===== config.mk =====
export PLATFORM = sky130hd
export DESIGN_NAME = cof_trace_buf
export DESIGN_NICKNAME = d
export VERILOG_FILES = /design/src/rtl/cof_pkg.sv /design/src/rtl/cof_ring_index.sv /design/src/rtl/cof_entry_store.sv /design/src/rtl/cof_read_port.sv /design/src/rtl/cof_trace_buf.sv
export SDC_FILE = /design/constraint.sdc
export NUM_CORES = 1
export LEC_CHECK = 0
export BUFFER_PORTS_ARGS = -buffer_cell sky130_fd_sc_hd__buf_2
export CAP_MARGIN = 15
export CORE_UTILIZATION = 55
export CTS_CLUSTER_DIAMETER = 150
export CTS_CLUSTER_SIZE = 16
export DETAILED_ROUTE_END_ITERATION = 12
export PLACE_DENSITY = 0.76
export SLEW_MARGIN = 25
export SYNTH_ARGS = -nofsm -noshare
export SYNTH_HDL_FRONTEND = slang
export SYNTH_SLANG_ARGS = --single-unit

===== constraint.sdc =====
create_clock -name clk -period 9 [get_ports clk]
set_input_delay 0.9 -clock clk [delete_from_list [all_inputs] [get_ports clk]]
set_output_delay 0.9 -clock clk [all_outputs]
set_load 0.02 [all_outputs]

===== src/rtl/cof_pkg.sv =====
`timescale 1ns/1ps
package cof_pkg;
  // Wrap-around increment used by the shared ring index
  function automatic int unsigned ring_inc(input int unsigned cur, input int unsigned n);
    return (cur + 1 >= n) ? 0 : cur + 1;
  endfunction
endpackage


===== src/rtl/cof_ring_index.sv =====
`timescale 1ns/1ps
module cof_ring_index #(
  parameter int DEPTH = 8,
  localparam int IW = $clog2(DEPTH)
) (
  input  logic          clk,
  input  logic          rst,
  input  logic          step,
  output logic [IW-1:0] idx
);
  localparam logic [IW-1:0] LAST = IW'(DEPTH - 1);

  always_ff @(posedge clk) begin
    if (rst)
      idx <= '0;
    else if (step)
      idx <= IW'(cof_pkg::ring_inc(int'(idx), DEPTH));
  end

  a_r2_wrap_to_zero: assert property (@(posedge clk) disable iff (rst)
    (step && idx == LAST) |=> (idx == '0));
  a_r2_hold_when_idle: assert property (@(posedge clk) disable iff (rst)
    !step |=> $stable(idx));
endmodule


===== src/rtl/cof_entry_store.sv =====
`timescale 1ns/1ps
module cof_entry_store #(
  parameter int DEPTH = 8,
  parameter int AW    = 32,
  localparam int IW   = $clog2(DEPTH)
) (
  input  logic          clk,
  input  logic          rst,
  input  logic          we,
  input  logic [IW-1:0] slot,
  input  logic [AW-1:0] wdata,
  output logic [AW-1:0] slot_word
);
  logic [AW-1:0] ent [DEPTH];

  for (genvar g = 0; g < DEPTH; g++) begin : g_ent
    always_ff @(posedge clk) begin
      if (rst)
        ent[g] <= '0;
      else if (we && slot == IW'(g))
        ent[g] <= wdata;
    end
  end

  // Old content of the selected slot; a same-cycle write lands after the edge
  assign slot_word = ent[slot];

  a_r1_write_lands: assert property (@(posedge clk) disable iff (rst)
    we |=> (ent[$past(slot)] == $past(wdata)));
endmodule


===== src/rtl/cof_read_port.sv =====
`timescale 1ns/1ps
module cof_read_port #(
  parameter int AW = 32
) (
  input  logic          clk,
  input  logic          rst,
  input  logic          rd_en,
  input  logic [AW-1:0] word,
  output logic [AW-1:0] rd_q
);
  always_ff @(posedge clk) begin
    if (rst)
      rd_q <= '0;
    else if (rd_en)
      rd_q <= word;
  end

  a_r8_hold_without_read: assert property (@(posedge clk) disable iff (rst)
    !rd_en |=> $stable(rd_q));
endmodule


===== src/rtl/cof_trace_buf.sv =====
`timescale 1ns/1ps
module cof_trace_buf #(
  parameter int DEPTH = 8,
  parameter int AW    = 32,
  localparam int IW   = $clog2(DEPTH)
) (
  input  logic          clk,
  input  logic          rst,
  input  logic          cap_valid,
  input  logic [AW-1:0] cap_addr,
  input  logic          freeze,
  input  logic          rd_sel,
  input  logic          rd_stb,
  output logic [AW-1:0] rd_data
);
  logic          cap_en;
  logic          rd_en;
  logic [IW-1:0] idx;
  logic [AW-1:0] cur_word;

  assign cap_en = cap_valid && !freeze;
  assign rd_en  = rd_stb && rd_sel;

  // One step per cycle even when a capture and a read coincide
  cof_ring_index #(.DEPTH(DEPTH)) u_idx (
    .clk (clk), .rst (rst), .step (cap_en || rd_en), .idx (idx)
  );

  cof_entry_store #(.DEPTH(DEPTH), .AW(AW)) u_store (
    .clk (clk), .rst (rst), .we (cap_en), .slot (idx),
    .wdata (cap_addr), .slot_word (cur_word)
  );

  cof_read_port #(.AW(AW)) u_rd (
    .clk (clk), .rst (rst), .rd_en (rd_en), .word (cur_word), .rd_q (rd_data)
  );

  a_r9_reset_clears: assert property (@(posedge clk)
    rst |=> (idx == '0 && rd_data == '0));
  a_r6_freeze_blocks: assert property (@(posedge clk) disable iff (rst)
    (freeze && !rd_en) |=> $stable(idx));
  a_r3_unselected_strobe: assert property (@(posedge clk) disable iff (rst)
    (rd_stb && !rd_sel && !cap_en) |=> ($stable(idx) && $stable(rd_data)));
endmodule


### Word level (Yosys, flattened, before mapping)

Memories as Yosys holds them, arrays and structs flattened. A register that Yosys moved wholly into a read port is not among the register bits.
Index checks and enable logic that the tools add are counted.

| cells by class | value |
|---|---|
| equal/unequal tests | 7 |
| shifts and indexed selects | 0 |
| reductions and logical operators | 13 |
| multiplexer cells | 35 |
| order comparisons | 1 |
| div/mod/pow operators | 0 |
| bitwise gates (word level) | 8 |
| $mul | 0 |
| add/sub/neg operators | 1 |

Operators with widths:

| cell | number |
|---|---|
| 32-bit 2-to-1 mux | 8 |
| 1-bit 2-to-1 mux | 26 |
| 3-bit == test, second input constant | 4 |
| 1-bit logical AND | 10 |
| 1-bit bitwise OR | 8 |
| 3-bit by 2-bit == test with 1-bit output, second input constant | 2 |
| 3-bit by 1-bit adder with 4-bit output, second input constant | 1 |
| 4-bit >= comparator, second input constant | 1 |
| 3-bit by 1-bit == test with 1-bit output, second input constant | 1 |
| 3-bit logical NOT | 1 |
| 3-bit 2-to-1 mux | 1 |
| 1-bit logical NOT | 1 |
| 1-bit logical OR | 1 |

| storage, ports and cells | value |
|---|---|
| flip-flop bits (word level) | 3 |
| input port bits | 38 |
| latch bits | 0 |
| memories kept | 1 |
| word-level logic and storage cells | 67 |
| RAM bits | 256 |
| ROM bits | 0 |
| output and inout bits | 32 |

Memory list:

| name | words | width | rd ports | clocked after memory_dff | wr ports | RTL line | source |
|---|---|---|---|---|---|---|---|
| u_store.ent | 8 | 32 | 1 | 1 | 8 | cof_entry_store.sv:14 | `logic [AW-1:0] ent [DEPTH];` |

### Depth between registers and ports, before layout

| logic depth | value |
|---|---|
| depth after elaboration | 7 |
| mapped depth | 9 |
| depth with buffers taken out | 5 |

### By module

Synthesis repeated with hierarchy kept, for this count alone.

| unflattened totals | value |
|---|---|
| cell total of the unflattened synthesis | 910 |
| area total of the unflattened synthesis | 12963.7 sq um |

Modules (own cells, without submodules):

| module | area each (sq um) | times used | sequential area each (sq um) | cells an instance |
|---|---|---|---|---|
| cof_entry_store | 11651.2 | 1 | 7687.4 | 793 |
| cof_read_port | 1163.6 | 1 | 640.6 | 103 |
| cof_ring_index | 120.1 | 1 | 60.1 | 11 |
| cof_trace_buf | 28.8 | 1 | 0.0 | 3 |

### Worst setup path before layout

No wires, ideal clock.

| timing | value |
|---|---|
| path type | in2reg |
| start point | in freeze |
| end point | mem u_store.ent[4][0], enable pin |
| arrival | 2.828 ns |
| path slack | 5.744 ns |
| stages on the path | 3 |
| data required time | 8.572 ns |
| path buffers | 1 |
| cell sequence | nand2b_4 -> buf_4 -> o21bai_1 |

RTL lines:

| element | RTL line | source |
|---|---|---|
| start, declared | cof_trace_buf.sv:11 | `input logic freeze,` |
| end, declared | cof_entry_store.sv:14 |  |

==> impl_metrics.xml <==
<?xml version="1.0" encoding="UTF-8"?>
<metrics>
  <group name="die">
    <metric name="die-area" unit="sq um">24500</metric>
    <metric name="initial_utilization" unit="%">56.0</metric>
    <metric name="total_i_o_pin_count" unit="">70</metric>
    <metric name="row_count" unit="">56</metric>
    <metric name="chipHeight" unit="um">157</metric>
    <metric name="fp.dieW" unit="um">157</metric>
    <metric name="placeableCoreArea" unit="sq um">23500</metric>
  </group>
  <group name="worst_setup_path">
    <metric name="critical_path.slowest_cell" unit="">sky130_fd_sc_hd__nor3_4</metric>
    <metric name="timing.rr.start" unit="">u_idx.idx[0]</metric>
    <metric name="timing.reg2reg.worst_path_depth" unit="">7</metric>
    <metric name="setup_crit_start_kind" unit="">flop</metric>
    <metric name="crit_path_cell_trace" unit="">buf_12, inv_1, ha_1, nand2_1, nor3_4, buf_4, and2_1</metric>
    <metric name="setup.worst_path.start" unit="">u_idx.idx[0]</metric>
    <metric name="slowest_delay" unit="ns">0.93</metric>
    <metric name="worst-endpoint-required" unit="ns">9.39</metric>
    <metric name="crit_path_max_fanout" unit="">35</metric>
    <metric name="worst_setup_path_end_kind" unit="">flop</metric>
    <metric name="worst-endpoint-arrival" unit="ns">3.29</metric>
    <metric name="path_class" unit="">reg -&gt; reg</metric>
  </group>
  <group name="cts">
    <metric name="hold_buffer_count_at_cts" unit="">0</metric>
    <metric name="clock_edge_transition_at_the_registers_on_the_reported_setup_and_hold_paths" unit="ns">0.07</metric>
    <metric name="cts_tree" unit="">yes</metric>
    <metric name="clk_latency" unit="ns">0.51</metric>
    <metric name="clock_tree.root_cell" unit="">sky130_fd_sc_hd__clkbuf_16</metric>
    <metric name="post_cts_buffers" unit="">0</metric>
    <metric name="post_cts.resized_instances" unit="">0</metric>
    <metric name="htree_num_levels" unit="">1</metric>
    <metric name="clkSinkCount" unit="">291</metric>
    <metric name="number_of_clock_buffers_inserted_by_tritoncts" unit="">22</metric>
    <metric name="max-clock-path-buffers" unit="">3</metric>
  </group>
  <group name="timing">
    <metric name="finalMaxSlewViolations" unit="">0</metric>
    <metric name="postLayoutSetupSlackWorst" unit="ns">6.10</metric>
    <metric name="finalHoldViolations" unit="">0</metric>
    <metric name="setup_repair_after_global_routing_missed_its_margin" unit="">no</metric>
    <metric name="final.period_utilization" unit="%">32.3</metric>
    <metric name="tightestPinTransition" unit="ns">1.13</metric>
    <metric name="maxClockFrequency" unit="MHz">344</metric>
    <metric name="setup_viol" unit="">0</metric>
    <metric name="fin_setup_tns" unit="ns">0</metric>
    <metric name="timing.slew.headroom" unit="%">24.7</metric>
    <metric name="minimum_clock_period_after_layout" unit="ns">2.90</metric>
    <metric name="finClkSkew" unit="ns">0.0156</metric>
  </group>
  <group name="logic_synthesis">
    <metric name="synth-seq-cells" unit="">291</metric>
    <metric name="async_sr_flop_fraction" unit="%">0</metric>
    <metric name="yosysWarnings" unit="">0</metric>
    <metric name="syn-mean-instance-area" unit="sq um">13.4</metric>
    <metric name="synth_enable_flop_cells" unit="">256</metric>
    <metric name="mappedNetlistNets" unit="">1028</metric>
    <metric name="post_synth_instance_area" unit="sq um">13100</metric>
    <metric name="most_frequently_used_flop_master_after_synthesis" unit="">sky130_fd_sc_hd__edfxtp_1</metric>
    <metric name="synthesis.instances" unit="">984</metric>
    <metric name="proportion_of_synthesized_chip_area_in_sequential_cells" unit="%">63.8</metric>
    <metric name="yosysUniqueCellTypes" unit="">36</metric>
  </group>
  <group name="drt">
    <metric name="routed_via_density" unit="">5.86</metric>
    <metric name="num_vias" unit="">7958</metric>
    <metric name="1st_pass_router_iterations" unit="">5</metric>
    <metric name="postRouteAntennaNets" unit="">0</metric>
    <metric name="wl_per_cell" unit="um">22.4</metric>
    <metric name="detail_route.wirelength" unit="mm">30.5</metric>
    <metric name="drt_iter0_drc" unit="">626</metric>
    <metric name="detail_route.drc_violations" unit="">0</metric>
  </group>
  <group name="global_routing">
    <metric name="grt_usage" unit="%">25.2</metric>
    <metric name="wire_length_of_the_first_global_routing_pass" unit="mm">45.4</metric>
    <metric name="grt-ovfl-total" unit="">0</metric>
    <metric name="largest_net_degree_at_the_start_of_global_routing" unit="">69</metric>
    <metric name="grt_pass1_vias" unit="">7718</metric>
    <metric name="antenna_violations_before_repair" unit="">0</metric>
  </group>
  <group name="finish">
    <metric name="multi_input_area" unit="sq um">4380</metric>
    <metric name="finish.net_count" unit="">1071</metric>
    <metric name="finalNonFillerCells" unit="">1359</metric>
    <metric name="drive_above_1_share" unit="%">12.8</metric>
    <metric name="fillers" unit="">1748</metric>
    <metric name="fin_area" unit="sq um">14400</metric>
    <metric name="regArea" unit="sq um">8390</metric>
    <metric name="antenna_cells" unit="">0</metric>
    <metric name="most_frequent_cells_in_the_layout" unit="">sky130_fd_sc_hd__and2_1, sky130_fd_sc_hd__edfxtp_1, sky130_fd_sc_hd__mux2i_1</metric>
    <metric name="area_delta_synth_final" unit="%">9.32</metric>
    <metric name="most_frequent_standard_cell_in_the_layout_excluding_fill_and_tap_cells" unit="">sky130_fd_sc_hd__and2_1</metric>
  </group>
  <group name="placement">
    <metric name="routabilityCongestion" unit="">0.771</metric>
    <metric name="place_inst" unit="">1322</metric>
    <metric name="buffer_ports.inserted" unit="">69</metric>
    <metric name="detailedPlace.worstSlack" unit="ns">5.89</metric>
    <metric name="place.detailed.hpwl" unit="mm">16.8</metric>
    <metric name="place_area" unit="sq um">13700</metric>
  </group>
  <group name="power">
    <metric name="irDropWorstVdd" unit="uV">116</metric>
    <metric name="powerDensity" unit="nW/um^2">189</metric>
    <metric name="leakagePower" unit="nW">5.38</metric>
  </group>
  <group name="hold_path">
    <metric name="min_delay_path_depth" unit="">3</metric>
    <metric name="min-delay-start" unit="">u_rd.rd_q[31]</metric>
    <metric name="worst_hold_path_type" unit="">reg -&gt; reg</metric>
  </group>
  <group name="run">
    <metric name="cap_violations" unit="">0</metric>
  </group>
  <group name="outcome">
    <metric name="status" unit="">finished, final reports clean</metric>
  </group>
</metrics>
[metal layers]
metal  vias to the layer above  track usage, %  wire (um)
met5                         -               0          0
met4                         0            6.12        512
met3                        45            3.54       2630
met2                       348            42.1      14800
met1                      3941            34.9      12600
li1                       3624               -          -
[path summary, 6_finish.rpt]
check	slack (ns)	endpoint
worst max-delay path	6.10	u_store.ent[6][1]
worst max register to register	6.10	u_store.ent[6][1]
worst min register to register	0.61	u_rd.rd_q[31]
worst min-delay path	0.61	u_rd.rd_q[31]
[cell usage after synthesis, types with 9 or more instances]
cell type | n | area, sq um
sky130_fd_sc_hd__clkbuf_1 | 22 | 82.6
sky130_fd_sc_hd__a21oi_1 | 35 | 175
sky130_fd_sc_hd__dfxtp_1 | 35 | 701
sky130_fd_sc_hd__mux2i_1 | 128 | 1280
sky130_fd_sc_hd__nor2_1 | 65 | 244
sky130_fd_sc_hd__buf_2 | 31 | 155
sky130_fd_sc_hd__o21ai_0 | 25 | 125
sky130_fd_sc_hd__edfxtp_1 | 256 | 7690
sky130_fd_sc_hd__and2_1 | 257 | 1610
sky130_fd_sc_hd__buf_6 | 9 | 101
sky130_fd_sc_hd__o22ai_1 | 32 | 200
sky130_fd_sc_hd__o31a_1 | 32 | 280
[report_power, final]
part	internal, mW	total [mW]	switching (mW)	leakage [nW]
clock network	0.476	0.921	0.445	0.306
logic	0.0863	0.245	0.158	2.13
registers	1.53	1.55	0.0277	2.94
total	2.09	2.72	0.632	5.38
[state kept, by name, summed over array words and instances (netlist names)]
signal	count
u_idx.idx	3
u_rd.rd_q	32
u_store.ent	256
[stage by stage]
step           total power, mW  utilization [%]  hold slack [ns]
2_1_floorplan             1.74                -            0.530
3_3_place_gp              1.82             58.1            0.581
3_5_place_dp              1.83             58.5            0.586
4_1_cts                   2.73             61.2            0.595
5_1_grt                   2.80             61.2            0.636
6_report                  2.72             61.2            0.605
[area by class of cell]
type,count,area share [%]
flip-flops and latches,291,58.4
multi-input cells,619,30.5
clock buffers,36,4.35
repair buffers,90,3.74
well taps,319,2.78
clock inverters,1,0.113
inverters,3,0.113
[worst max-delay path: cells and delay by family, from the launching register on]
family | cells | cell delay, ns
flops | 1 | 0.53
simple gates | 3 | 1.23
buf+inv | 3 | 0.79
fa+ha+maj | 1 | 0.21
[logic make-up after synthesis]
logic type | count (synthesis) | share of synthesized area [%]
compound gates | 142 | 6.83
flops | 291 | 63.8
simple gates | 343 | 15.9
fa+ha+maj | 6 | 0.571
buf+inv | 74 | 3.17
mux | 128 | 9.75
(Power assumes the default switching activity.)
